--- src/rtl/mt_pkg.sv ---
package mt_pkg;
    localparam int MT_ADDR_W = 5;

    typedef enum logic [2:0] {
        SEL_CNT_LO  = 3'd0,
        SEL_CNT_HI  = 3'd1,
        SEL_CTRL    = 3'd2,
        SEL_STAT    = 3'd3,
        SEL_CMP_LO  = 3'd4,
        SEL_CMP_HI  = 3'd5,
        SEL_STEP    = 3'd6,
        SEL_NONE    = 3'd7
    } reg_sel_e;

    typedef struct packed {
        logic periodic;  // bit 3
        logic irq_en;    // bit 2
        logic cmp_en;    // bit 1
        logic run;       // bit 0
    } ctrl_t;
endpackage

--- src/rtl/mt_counter.sv ---
module mt_counter #(
    parameter int WORD_W = 32
) (
    input  logic                  clk,
    input  logic                  rst_n,
    input  logic                  run,
    input  logic                  wr_lo,
    input  logic                  wr_hi,
    input  logic [WORD_W-1:0]     wdata,
    output logic [2*WORD_W-1:0]   count
);
    localparam int CW = 2 * WORD_W;

    typedef struct packed {
        logic [CW-1:0] cnt;
    } cnt_state_t;

    cnt_state_t st_d, st_q;

    always_comb begin
        st_d = st_q;
        if (wr_lo || wr_hi) begin
            if (wr_lo) st_d.cnt[WORD_W-1:0]  = wdata;
            if (wr_hi) st_d.cnt[CW-1:WORD_W] = wdata;
        end else if (run) begin
            st_d.cnt = st_q.cnt + CW'(1);
        end
    end

    always_ff @(posedge clk or negedge rst_n) begin
        if (!rst_n) st_q <= '0;
        else        st_q <= st_d;
    end

    assign count = st_q.cnt;

    // one step per clock while running, wrapping modulo 2^CW
    p_count_step_r2: assert property (@(posedge clk) disable iff (!rst_n)
        (run && !wr_lo && !wr_hi) |=> (count == $past(count) + CW'(1)));

    // count holds while stopped
    p_count_hold_r2: assert property (@(posedge clk) disable iff (!rst_n)
        (!run && !wr_lo && !wr_hi) |=> $stable(count));

    // a low-word write lands regardless of the run bit
    p_write_wins_r4: assert property (@(posedge clk) disable iff (!rst_n)
        wr_lo |=> (count[WORD_W-1:0] == $past(wdata)));
endmodule

--- src/rtl/mt_comparator.sv ---
module mt_comparator #(
    parameter int WORD_W = 32
) (
    input  logic                  clk,
    input  logic                  rst_n,
    input  logic [2*WORD_W-1:0]   count,
    input  logic                  cmp_en,
    input  logic                  periodic,
    input  logic                  wr_lo,
    input  logic                  wr_hi,
    input  logic                  wr_step,
    input  logic                  clr_req,
    input  logic [WORD_W-1:0]     wdata,
    output logic [2*WORD_W-1:0]   compare,
    output logic [WORD_W-1:0]     step,
    output logic                  flag
);
    localparam int CW = 2 * WORD_W;

    typedef struct packed {
        logic [CW-1:0]     cmp;
        logic [WORD_W-1:0] step;
        logic              flag;
    } cmp_state_t;

    cmp_state_t st_d, st_q;
    logic       hit;

    always_comb begin
        hit  = cmp_en && (count >= st_q.cmp);
        st_d = st_q;
        if (wr_lo || wr_hi) begin
            if (wr_lo) st_d.cmp[WORD_W-1:0]  = wdata;
            if (wr_hi) st_d.cmp[CW-1:WORD_W] = wdata;
        end else if (hit && periodic) begin
            st_d.cmp = st_q.cmp + CW'(st_q.step);
        end
        if (wr_step) st_d.step = wdata;
        if (hit)          st_d.flag = 1'b1;
        else if (clr_req) st_d.flag = 1'b0;
    end

    always_ff @(posedge clk or negedge rst_n) begin
        if (!rst_n) st_q <= '0;
        else        st_q <= st_d;
    end

    assign compare = st_q.cmp;
    assign step    = st_q.step;
    assign flag    = st_q.flag;

    // the flag can only rise after a cycle with comparison enabled
    p_flag_gated_r6: assert property (@(posedge clk) disable iff (!rst_n)
        $rose(flag) |-> $past(cmp_en));

    // reaching or passing the compare value sets the flag next cycle
    p_ge_sets_r5: assert property (@(posedge clk) disable iff (!rst_n)
        (cmp_en && (count >= compare)) |=> flag);

    // a clear with no event drops the flag
    p_clear_r7: assert property (@(posedge clk) disable iff (!rst_n)
        (clr_req && !(cmp_en && (count >= compare))) |=> !flag);

    // periodic reload adds the step on an event
    p_reload_r9: assert property (@(posedge clk) disable iff (!rst_n)
        (cmp_en && periodic && (count >= compare) && !wr_lo && !wr_hi)
        |=> (compare == $past(compare) + CW'($past(step))));
endmodule

--- src/rtl/match_timer.sv ---
module match_timer #(
    parameter int WORD_W = 32
) (
    input  logic                         clk,
    input  logic                         rst_n,
    input  logic [mt_pkg::MT_ADDR_W-1:0] bus_addr,
    input  logic                         bus_we,
    input  logic [WORD_W-1:0]            bus_wdata,
    output logic [WORD_W-1:0]            bus_rdata,
    output logic                         irq
);
    import mt_pkg::*;
    localparam int CW = 2 * WORD_W;

    typedef struct packed {
        ctrl_t ctrl;
    } top_state_t;

    top_state_t        st_d, st_q;
    reg_sel_e          sel;
    logic [CW-1:0]     count;
    logic [CW-1:0]     compare;
    logic [WORD_W-1:0] step;
    logic              flag;
    logic              unused_addr_lsb;

    assign sel             = reg_sel_e'(bus_addr[MT_ADDR_W-1:2]);
    assign unused_addr_lsb = ^bus_addr[1:0];

    always_comb begin
        st_d = st_q;
        if (bus_we && sel == SEL_CTRL) st_d.ctrl = ctrl_t'(bus_wdata[3:0]);
    end

    always_ff @(posedge clk or negedge rst_n) begin
        if (!rst_n) st_q <= '0;
        else        st_q <= st_d;
    end

    mt_counter #(.WORD_W(WORD_W)) u_counter (
        .clk   (clk),
        .rst_n (rst_n),
        .run   (st_q.ctrl.run),
        .wr_lo (bus_we && sel == SEL_CNT_LO),
        .wr_hi (bus_we && sel == SEL_CNT_HI),
        .wdata (bus_wdata),
        .count (count)
    );

    mt_comparator #(.WORD_W(WORD_W)) u_comparator (
        .clk      (clk),
        .rst_n    (rst_n),
        .count    (count),
        .cmp_en   (st_q.ctrl.cmp_en),
        .periodic (st_q.ctrl.periodic),
        .wr_lo    (bus_we && sel == SEL_CMP_LO),
        .wr_hi    (bus_we && sel == SEL_CMP_HI),
        .wr_step  (bus_we && sel == SEL_STEP),
        .clr_req  (bus_we && sel == SEL_STAT && bus_wdata[0]),
        .wdata    (bus_wdata),
        .compare  (compare),
        .step     (step),
        .flag     (flag)
    );

    always_comb begin
        case (sel)
            SEL_CNT_LO: bus_rdata = count[WORD_W-1:0];
            SEL_CNT_HI: bus_rdata = count[CW-1:WORD_W];
            SEL_CTRL:   bus_rdata = WORD_W'(st_q.ctrl);
            SEL_STAT:   bus_rdata = WORD_W'(flag);
            SEL_CMP_LO: bus_rdata = compare[WORD_W-1:0];
            SEL_CMP_HI: bus_rdata = compare[CW-1:WORD_W];
            SEL_STEP:   bus_rdata = step;
            default:    bus_rdata = '0;
        endcase
    end

    assign irq = flag && st_q.ctrl.irq_en;

    // a falling flag takes the interrupt down with it
    p_irq_drop_r8: assert property (@(posedge clk) disable iff (!rst_n)
        $fell(flag) |-> !irq);

    // control readback matches the last control write
    p_ctrl_write_r10: assert property (@(posedge clk) disable iff (!rst_n)
        (bus_we && sel == SEL_CTRL) |=> (st_q.ctrl == $past(bus_wdata[3:0])));
endmodule

--- config.mk ---
export PLATFORM = sky130hd
export DESIGN_NAME = match_timer
export DESIGN_NICKNAME = d
export VERILOG_FILES = /design/src/rtl/mt_pkg.sv /design/src/rtl/mt_counter.sv /design/src/rtl/mt_comparator.sv /design/src/rtl/match_timer.sv
export SDC_FILE = /design/constraint.sdc
export NUM_CORES = 1
export LEC_CHECK = 0
export ABC_AREA = 0
export CAP_MARGIN = 40
export CORE_MARGIN = 2
export CORE_UTILIZATION = 35
export CTS_CLUSTER_DIAMETER = 200
export DETAILED_ROUTE_END_ITERATION = 6
export SKIP_CTS_REPAIR_TIMING = 1
export SYNTH_ARGS = -nofsm -noshare
export SYNTH_HDL_FRONTEND = slang
export SYNTH_SLANG_ARGS = --single-unit
--- constraint.sdc ---
create_clock -name clk -period 3.3 [get_ports clk]
set_input_delay 0.66 -clock clk [delete_from_list [all_inputs] [get_ports clk]]
set_output_delay 0.66 -clock clk [all_outputs]
set_load 0.05 [all_outputs]
==> results.txt <==
The placement row count came out at 72. The per-cell via count in the routed design works out to 6.030. In the synthesized netlist the dominant register cell turns out to be sky130_fd_sc_hd__dfrtp_1. At the later pin of the worst-skew pair, clock insertion delay measures 0.46 ns.

Overall fraction of global-route tracks in use: 0.2626. Data on the critical path arrives at its endpoint at 3.54 ns. Hold is met by 0.1925 ns. The routed layout has 14290 vias.

73 I/O pins were placed. Setup violations remaining at the end of the flow were counted as 0. The worst path setup slack after routing came out at 0.1440 ns. After clock tree synthesis, the clock-pin slew on the worst setup and hold paths is 0.07 ns.

TritonCTS created 17 clock buffers. Sorting the synthesized cells by how often they occur yields sky130_fd_sc_hd__nand2_1, sky130_fd_sc_hd__a21oi_1, sky130_fd_sc_hd__dfrtp_1, sky130_fd_sc_hd__o21ai_0, sky130_fd_sc_hd__nor2_1. The min-delay analysis places its worst path in the category input pin to asynchronous set/reset pin. The async set-reset flop share out of synthesis is 1.000. The area of the core was 38560 um^2; the synthesized netlist cell count was 1660.

The maximum cell stage delay along the critical path is 0.35 ns, and the post-synthesis net count is 1798. The number of DRC markers in iteration 0 came out at 1958. In this run, synthesis inferred 0 flip-flops with an integrated enable. The count of port buffers added during placement is 70, and the total DRC errors in the routed layout is 0.

The initial cell density of the core came out at 0.3542. The count of cell types in the netlist is 90, and the number of antenna violations at the first check in global routing is 1. The number of synthesized register bits is 165. On the final layout, the worst clock skew is 0.01121 ns. The die is 201.5 um wide. The first-pass iteration count of the detailed router was 6. Most frequent cell after synthesis: sky130_fd_sc_hd__nand2_1. Critical path required time: 3.68 ns. The fraction of the cycle the final worst path needs works out to 0.9564.

The tools report the critical path capture point type as a flip-flop. For the final count of pins violating max slew, the log shows 0. Final weighted congestion of routability-driven global placement: 0.9664. The run finished with clean final reports.

In this run the clock root is driven by a sky130_fd_sc_hd__clkbuf_16. Detailed placement ended at an HPWL of 41570 um. The peak fanout along the critical path was 16; the final instance area was 17050 um^2.

The tools report the maximum buffer depth of the clock tree as 2. Leaving out filler cells and counting taps, the final layout contains 2370. For this run the aggregate overflow at the end of global routing stands at 0. The area fraction of the dominant cell type after synthesis came out at 0.3023. The height of the chip is 201.5 um. The via count of the first global-routing pass is 13420, and the top achievable clock speed is 0.3169 GHz. The clock net in this run drives a total of 165 sinks.

The total number of H-tree levels was 4. Core utilization of the finished layout: 0.4422. The die covers 40620 um^2. The worst setup path is launched from a flip-flop. After synthesis, the cell types taking the most area are sky130_fd_sc_hd__dfrtp_1, sky130_fd_sc_hd__ha_1, sky130_fd_sc_hd__a21oi_1, sky130_fd_sc_hd__o21ai_0, sky130_fd_sc_hd__nand2_1. Relative to the synthesized area, the layout overhead comes to 24.86%.

For this design, the slowest cell found on the critical path is sky130_fd_sc_hd__dfrtp_1. The first global-routing pass estimated 81340 um of wire. Walking the worst path, the cells encountered are inv_1, ha_1, nand4_1, nor4b_1, buf_4, o2111ai_1, a21oi_1, a22oi_1, buf_4, o211ai_1, buf_12, buf_4, nor2_1, a21oi_1. The final layout contains routed wiring with a total length of 53310 um.

The worst-margin pin slew is 0.7014 ns, and the minimum period implied by the final worst setup slack is 3.156 ns. The tools report the total number of nets in the final design as 1975. The number of placed instances, taps included, is 2335. The design draws 14.56 mW.

The routed wirelength normalized by instance count is 22.49 um. For the fraction of the yosys area taken by sequential cells, the log shows 0.3023. Fill cells in the final layout number 3832. Timing analysis after detailed placement gives a worst setup slack of 0.03260 ns. The count of warnings emitted by yosys is 0, and the remaining max-slew budget at the tightest pin is 0.5324. The critical path's most frequent cell is sky130_fd_sc_hd__buf_4. The library cell with the largest summed area after synthesis was sky130_fd_sc_hd__dfrtp_1. The cell area after synthesis came out at 13660 um^2.

TritonCTS built the clock tree. The average size of a mapped cell was 8.227 um^2; the number of endpoints with negative hold slack in the final report was 0. Entering global routing, the biggest net connects 62 pins. For the maximum resistive drop on vdd, the log shows 0.0003362 V. Power density over the cells: 854.0 nW/um^2. The tool flagged a number of max-cap violations equal to 0.

In the final timing run, aggregate negative setup slack is 0 ns. Fraction of final layout cells sized beyond drive strength 1: 0.2000. The worst setup path is of the flip-flop to flip-flop kind. Once detail routing completed, the nets flagged for antenna violations numbered 0.

After detailed placement, the total cell area comes to 16390 um^2. Setup repair after global routing left no endpoint under its margin. The analysis attributes to cell leakage a power of 7.384 nW.
[cell usage in the layout, fill, tap and decap left out, types with 38 or more instances in the layout]
| cell type | Yosys | routed |
|---|---|---|
| sky130_fd_sc_hd__buf_4 | 7 | 174 |
| sky130_fd_sc_hd__nand3_1 | 52 | 52 |
| sky130_fd_sc_hd__buf_12 | 0 | 39 |
| sky130_fd_sc_hd__mux2_2 | 42 | 42 |
| sky130_fd_sc_hd__inv_1 | 103 | 103 |
| sky130_fd_sc_hd__ha_1 | 97 | 96 |
| sky130_fd_sc_hd__nand2_1 | 188 | 188 |
| sky130_fd_sc_hd__a21oi_1 | 181 | 178 |
| sky130_fd_sc_hd__nor2_1 | 127 | 125 |
| sky130_fd_sc_hd__dfrtp_1 | 165 | 165 |
| sky130_fd_sc_hd__nor3_1 | 39 | 38 |
| sky130_fd_sc_hd__o21ai_0 | 145 | 117 |
[flip-flops by register name, summed over array words and instances (netlist names)]
register and flops:
u_comparator.compare 64, u_counter.count 64, u_comparator.step 32, st_q 4, u_comparator.flag 1
[logic make-up after synthesis]
group,synth area share
simple gates,0.1975
mux,0.09006
flops,0.3023
compound gates,0.2440
xor+xnor,0.01796
fa+ha+maj,0.09033
buf+inv,0.05781
[metal layers]
layer,global-route usage,vias to the layer above,routed length (um)
met1,0.3822,6922,23490
met2,0.3860,753,22780
met3,0.03806,114,5037
met4,0.1129,0,2000
met5,0,-,0
li1,-,6502,-
[path summary, 6_finish.rpt]
check	start	to	slack (ns)	cells past startpoint
max in group asynchronous	rst_n	u_counter.count[17]	2.19	2
min in group clk	u_comparator.compare[63]	u_comparator.compare[63]	0.50	1
max	u_comparator.compare[32]	u_comparator.compare[3]	0.14	14
min	rst_n	u_counter.count[6]	0.19	1
max reg2reg	u_comparator.compare[32]	u_comparator.compare[3]	0.14	14
min reg2reg	u_comparator.compare[63]	u_comparator.compare[63]	0.50	1
[final cells by class]
| class | count | area (um^2) | area share |
|---|---|---|---|
| clock inverters | 14 | 176.4 | 0.01035 |
| repair buffers | 251 | 2454 | 0.1439 |
| well taps | 518 | 648.1 | 0.03801 |
| flip-flops and latches | 165 | 4129 | 0.2421 |
| inverters | 103 | 386.6 | 0.02267 |
| multi-input cells | 1299 | 8823 | 0.5175 |
| diodes | 2 | 5.005 | 0.0002935 |
| clock buffers | 18 | 429.2 | 0.02517 |
[power breakdown]
group          internal [mW]  switching, mW
sequential              2.71          0.842
clock                   1.20          0.931
combinational           3.94           4.94
[critical path: cells and delay by family (launching register included)]
kind | cells | cell delay (ns)
AND/OR/NAND/NOR | 3 | 0.65
AO/OA/AOI/OAI | 5 | 0.87
flip-flops | 1 | 0.35
buffers and inverters | 5 | 0.91
adder cells (fa/ha/maj) | 1 | 0.29
(Power assumes the default switching activity.)
